[config.mk]
export PLATFORM = sky130hd
export DESIGN_NAME = life1d_array
export DESIGN_NICKNAME = d
export VERILOG_FILES = /design/src/rtl/life1d_pkg.sv /design/src/rtl/life1d_cell_rule.sv /design/src/rtl/life1d_gen_counter.sv /design/src/rtl/life1d_array.sv
export SDC_FILE = /design/constraint.sdc
export NUM_CORES = 1
export LEC_CHECK = 0
export BUFFER_PORTS_ARGS = -buffer_cell sky130_fd_sc_hd__buf_2
export CELL_PAD_IN_SITES_DETAIL_PLACEMENT = 0
export CELL_PAD_IN_SITES_GLOBAL_PLACEMENT = 1
export CORE_MARGIN = 3
export CORE_UTILIZATION = 40
export CTS_BUF_LIST = sky130_fd_sc_hd__clkbuf_8
export CTS_CLUSTER_DIAMETER = 100
export DETAILED_ROUTE_END_ITERATION = 6
export GPL_TIMING_DRIVEN = 0
export PLACE_DENSITY_LB_ADDON = 0.25
export SYNTH_ARGS = -nofsm -noshare
export SYNTH_HDL_FRONTEND = slang
export SYNTH_SLANG_ARGS = --single-unit
export TNS_END_PERCENT = 20
[constraint.sdc]
create_clock -name clk -period 1.8 [get_ports clk]
set_input_delay 0 -clock clk [delete_from_list [all_inputs] [get_ports clk]]
set_output_delay 0 -clock clk [all_outputs]
set_load 0.01 [all_outputs]
[src/rtl/life1d_pkg.sv]
package life1d_pkg;

  // Next state of one cell, given its own bit and the live count of its four side cells.
  function automatic logic life_next(input logic alive, input logic [2:0] nbr_cnt);
    logic res;
    if (alive) res = (nbr_cnt == 3'd2) || (nbr_cnt == 3'd4);
    else       res = (nbr_cnt == 3'd2) || (nbr_cnt == 3'd3);
    return res;
  endfunction

endpackage

[src/rtl/life1d_cell_rule.sv]
module life1d_cell_rule
  import life1d_pkg::*;
(
  input  logic       self_bit,
  input  logic [3:0] side_bits,
  output logic       next_bit
);
  logic [2:0] cnt;

  always_comb begin
    cnt = 3'd0;
    for (int k = 0; k < 4; k++) cnt = cnt + {2'b00, side_bits[k]};
    next_bit = life_next(self_bit, cnt);
  end
endmodule

[src/rtl/life1d_gen_counter.sv]
module life1d_gen_counter #(
  parameter int CNT_W = 16
) (
  input  logic             clk,
  input  logic             rst_n,
  input  logic             clr,
  input  logic             inc,
  output logic [CNT_W-1:0] count
);
  always_ff @(posedge clk or negedge rst_n) begin
    if (!rst_n)   count <= '0;
    else if (clr) count <= '0;
    else if (inc) count <= count + 1'b1;
  end

  // an increment without a clear adds exactly one, wrapping at the width
  a_r9_count_step: assert property (@(posedge clk) disable iff (!rst_n)
    (inc && !clr) |=> count == $past(count) + 1'b1);
  // a clear leaves zero
  a_r2_count_clear: assert property (@(posedge clk) disable iff (!rst_n)
    clr |=> count == '0);
endmodule

[src/rtl/life1d_array.sv]
module life1d_array #(
  parameter int N     = 32,
  parameter int CNT_W = 16
) (
  input  logic             clk,
  input  logic             rst_n,
  input  logic             step,
  input  logic             load_valid,
  output logic             load_ready,
  input  logic [N-1:0]     load_data,
  output logic [N-1:0]     cells,
  output logic [CNT_W-1:0] gen_count
);
  localparam int REACH = 2;
  localparam int PW    = N + 2 * REACH;

  logic [N-1:0]  row_q;
  logic [N-1:0]  row_next;
  logic [PW-1:0] padded;

  // Zero guard cells at both ends; cell i sits at padded[i+REACH].
  assign padded = {{REACH{1'b0}}, row_q, {REACH{1'b0}}};

  for (genvar i = 0; i < N; i++) begin : g_cell
    life1d_cell_rule u_rule (
      .self_bit  (padded[i+REACH]),
      .side_bits ({padded[i+REACH+2], padded[i+REACH+1], padded[i+REACH-1], padded[i+REACH-2]}),
      .next_bit  (row_next[i])
    );
  end

  always_ff @(posedge clk or negedge rst_n) begin
    if (!rst_n)          row_q <= '0;
    else if (load_valid) row_q <= load_data;
    else if (step)       row_q <= row_next;
  end

  life1d_gen_counter #(.CNT_W(CNT_W)) u_count (
    .clk   (clk),
    .rst_n (rst_n),
    .clr   (load_valid),
    .inc   (step && !load_valid),
    .count (gen_count)
  );

  assign load_ready = 1'b1;
  assign cells      = row_q;

  // a load overrides everything else
  a_r3_load_wins: assert property (@(posedge clk) disable iff (!rst_n)
    load_valid |=> cells == $past(load_data));
  // no load and no step means the row and the count are frozen
  a_r8_hold: assert property (@(posedge clk) disable iff (!rst_n)
    (!load_valid && !step) |=> ($stable(cells) && $stable(gen_count)));
  // the load port never back-pressures
  a_r10_ready: assert property (@(posedge clk) disable iff (!rst_n) load_ready);
  // an all-zero row stays all zero on a step (no birth from count 0)
  a_r5_empty_stays: assert property (@(posedge clk) disable iff (!rst_n)
    (step && !load_valid && cells == '0) |=> cells == '0);
endmodule

## Yosys cells after proc, flatten, opt, wreduce, memory -nomap -nowiden

Cells that the tools add are included.

- Word-level logic and storage cells: 292
- Output and inout bits: 49
- Register bits after elaboration: 48
- Bits of input ports: 36

- Multiplexer cells: 36
- Add/sub/neg operators: 90
- Reduce and logical (&&, ||, !) cells: 68
- Equal/unequal tests: 96

Operators by type and width:

| operator | number |
|---|---|
| 3-bit by 2-bit == test with 1-bit output (second input constant) | 64 |
| 3-bit by 1-bit adder with 3-bit output | 58 |
| 3-bit == test (second input constant) | 32 |
| 1-bit logical OR | 64 |
| 32-bit two-way mux | 2 |
| 1-bit by 1-bit adder with 2-bit output | 31 |
| 1-bit two-way mux | 32 |
| 16-bit two-way mux | 2 |
| 16-bit by 1-bit adder with 16-bit output (second input constant) | 1 |
| 2-bit nonzero test | 2 |
| 1-bit logical AND | 1 |
| 1-bit zero test | 1 |

## Logic depth before layout (Yosys ltp)

- Depth in word-level cells: 8
- Depth in mapped cells: 9

## Modules after synthesis

Synthesis repeated with hierarchy kept, for this count alone.

- Cell total of the unflattened synthesis: 609
- Area, all modules: 5387.7 um^2

By module, submodules not included:

| module | sequential area each (um^2) | instances | area an instance (um^2) | cells each |
|---|---|---|---|---|
| life1d_cell_rule at g_cell[12].u_rule ... | 0.0 | 18 | 90.1 | 12 |
| life1d_array | 800.8 | 1 | 1527.7 | 143 |
| life1d_cell_rule at g_cell[0].u_rule ... | 0.0 | 14 | 97.6 | 12 |
| life1d_gen_counter | 400.4 | 1 | 872.1 | 82 |

## Worst setup path after synthesis

Ideal clock, no wire load.

- Path type: register to register
- Start point: register row_q[16], in the netlist cells[16]
- End point: register row_q[18], in the netlist cells[18]
- Setup time: 137 ps
- Arrival time: 1781 ps
- Stages on the path, launching flop included: 10
- Setup slack: -118 ps
- Path buffers: 0
- Path through: dfrtp_1 ha_1 inv_1 fa_1 inv_1 ha_1 xor2_1 a21oi_1 o21a_1 a21oi_1

- Longest elaborated chain between the ends: 8

Ends and longest elaborated chain:

| element | line | text |
|---|---|---|
| from (decl) | life1d_array.sv:17 | `logic [N-1:0] row_q;` |
| from (signal assigned) | life1d_array.sv:34 | `else if (load_valid) row_q <= load_data;` |
| from (signal assigned) | life1d_array.sv:35 | `else if (step) row_q <= row_next;` |
| 1-bit by 1-bit adder with 2-bit output (*) | life1d_cell_rule.sv:12 | `for (int k = 0; k < 4; k++) cnt = cnt + {2'b00, side_bits[k]};` |
| 3-bit by 1-bit adder with 3-bit output (*) (2 in a row) | life1d_cell_rule.sv:12 |  |
| 3-bit by 2-bit == test with 1-bit output (tied with other cells) | life1d_pkg.sv:6, life1d_pkg.sv:7 |  |
| 1-bit logical OR (on tied branches) | life1d_pkg.sv:7, life1d_pkg.sv:6 |  |
| 1-bit two-way mux (*) | life1d_pkg.sv:6 | `if (alive) res = (nbr_cnt == 3'd2) \|\| (nbr_cnt == 3'd4);` |
| 32-bit two-way mux (*) | life1d_array.sv:35 |  |
| 32-bit two-way mux (*) | life1d_array.sv:34 |  |

Mark *: on every way between the ends. The rest lies on a longest branch, timed or not. The select of a mux whose other input is x is not followed.
A chain may end at the register's enable or synchronous reset.

## Final worst setup path

Ends and elaborated chain as after synthesis.

==> impl_metrics.tcl <==
set metrics [dict create \
    grt_pass1_vias 4509 \
    status "finished, violations left" \
    utilization 0.5612 \
    antenna_found_initial 0 \
    post-synth-top-area-cell "dfrtp_1" \
    worst_ep_arrival_time_ns 2.22 \
    violations "setup timing" \
    finalWorstSetupSlack_ns -0.2202 \
    design_area_mm2 0.006769 \
    rsz0062_at_grt "true" \
    multi_input_area_mm2 0.003392 \
    setup_viol 30 \
    min_period_ns 2.020 \
    synth_seq_cells 48 \
    post_route_cells_drive_above_1_share 0.3975 \
    hp-class "input port to async pin" \
    path_class "register to register" \
    num_vias 4310 \
    maxSlewViolCount 0 \
    netlist_instances 557 \
    finalCritPeriodShare 1.122 \
    antenna_left 0 \
    dr.pass1.iters 4 \
    hold_slack_ns 0.1169 \
    clk_path_buf_depth 2 \
    cts_tree "done" \
    cts.sinks 48 \
    cts_root_buf "clkbuf_8" \
    core_area_mm2 0.01206 \
    seq_area_mm2 0.001235 \
    boundaryPins 85 \
    syn_to_final_growth_pct 36.72 \
    synth_nets 686 \
    max_slew_margin 0.4592 \
    worst_setup_path_end_kind "register" \
    maxCapViolCount 0 \
    max_freq_ghz 0.4950 \
    nFillCells 1092 \
    grt_pass1_wl_um 21620 \
    synth_area_leaders "dfrtp_1 24%, ha_1 16%, fa_1 12%" \
    hold_viol 0 \
    irDropWorstVdd_uv 922.3 \
    htree_levels 2 \
    path_max_fanout 4 \
    p_leak_nw 3.334 \
    dp_slack_ns -0.3106 \
    final_cell_mix "94 x inv_1, 89 x buf_2, 72 x buf_4" \
    layout_commonest_cell "inv_1" \
    yosys_warnings 0 \
    syn-cell-area_mm2 0.004951 \
    viasPerCell 4.843 \
    post_drt_wl_per_cell_um 15.40 \
    diodes 0 \
    start_util 0.4105 \
    worstPathRequired_ns 2.00 \
    die_w_um 117.3 \
    rows 40 \
    cts.reportedPaths.clkPinSlew_ns 0.11 \
    grtUsageTotal 0.2031 \
    dr.first_iter.drc_count 158 \
    placed_area_mm2 0.005623 \
    synth_cell_type_count 37 \
    skew_ns 0.01563 \
    cts_buffers 5 \
    overflow 0 \
    power.density_mw_per_mm2 1678 \
    grt_max_degree 49 \
    clkLatencyLatePin_ns 0.35 \
    die_area_mm2 0.01375 \
    drc 0 \
    finish.net_count 850 \
    synth.avg_cell_area_um2 8.889 \
    tightest_slew_ns 0.8112 \
    synth_top_area_share 0.2426 \
    gp_congestion 0.7781 \
    synth-seq-area-share 0.2426 \
    drt-total-wl_um 13710 \
    dp_hpwl_um 9417 \
    cp-start-kind "register" \
    chipHeight_um 117.3 \
    io_buffers 82 \
]
report_power, final:
| group | leakage, nW | switching, mW | internal (mW) |
|---|---|---|---|
| Sequential | 0.568 | 0.502 | 1.42 |
| Clock | 0.0548 | 0.463 | 0.420 |
| Combinational | 2.71 | 4.14 | 4.42 |
final cells by class:
cell class                      instances  share of cell area
Multi-Input combinational cell        347              0.5011
Clock inverter                          3            0.006839
Inverter                              113             0.06266
Buffer                                 49             0.04677
Tap cell                              168             0.03105
Timing Repair Buffer                  157              0.1590
Sequential cell                        48              0.1824
Clock buffer                            5             0.01017
logic make-up after synthesis:
kind of cell	after synthesis	synth area share
other	1	0.0007574
and+or+nand+nor	121	0.1347
DFF	48	0.2426
xor gates and xnor gates	14	0.02477
muxes	25	0.05256
adders and majority gates	93	0.2805
buffers and inverters	162	0.1496
AOI/OAI and AO/OA	93	0.1145
worst max-delay path: stages, from the launching register on:
cell,delay [ns]
dfrtp_2,0.47
ha_1,0.29
inv_1,0.05
fa_2,0.34
inv_2,0.07
ha_4,0.19
xor2_1,0.13
a21oi_1,0.13
o21a_1,0.16
a21oi_1,0.05
cell usage after synthesis (all sizes together):
cell / count
nand3: 6
mux2: 5
nand3b: 5
clkbuf: 4
mux2i: 20
o21a: 3
nor4: 4
o31ai: 6
ha: 63
nor3b: 16
dfrtp: 48
and3: 1
nand2b: 1
nor3: 18
nor2: 22
a211oi: 16
a32o: 2
a31oi: 3
buf: 45
nand2: 27
a21oi: 42
o2111ai: 1
conb: 1
or3: 1
nand4: 4
inv: 113
xor2: 6
xnor2: 8
o21ai: 20
fa: 30
nor2b: 16
worst paths after layout:
| path | cells after the start | endpoint | start | slack (ns) |
|---|---|---|---|---|
| max in group asynchronous | 3 | cells[8] | rst_n | 1.11 |
| setup / recovery | 9 | cells[18] | cells[16] | -0.22 |
| min in group clk | 4 | u_count.count[3] | load_valid | 0.26 |
| hold reg to reg | 2 | u_count.count[1] | u_count.count[1] | 0.63 |
| setup reg to reg | 9 | cells[18] | cells[16] | -0.22 |
| hold / removal | 2 | cells[27] | rst_n | 0.12 |
what timing repair did:
item	in CTS	in global routing
setup endpoints to repair	30	32
setup buffers	27	14
pin swaps	15	16
gates resized for setup	40	62
hold endpoints to repair	80	0
hold buffers	33	0
layer usage:
metal  up-vias  track usage  wire [µm]
li1       2118            -          -
met1      2115       0.2575       6201
met2        61       0.3548       6874
met3        16      0.03856        428
met4         0      0.05199        204
met5         -            0          0
state kept, by name (all words and copies together) (netlist names):
signal,cells
u_count.count,16
cells,32
metrics by stage:
step	cells	setup TNS [ns]	total power, mW
6_report	890	-4.081	11.36
5_1_grt	890	-7.225	12.66
4_1_cts	875	-4.494	10.34
3_5_place_dp	807	-5.411	8.635
3_3_place_gp	807	-4.254	8.083
2_1_floorplan	557	-0.7394	6.963
Note: power is estimated with default switching activity, not from simulation.
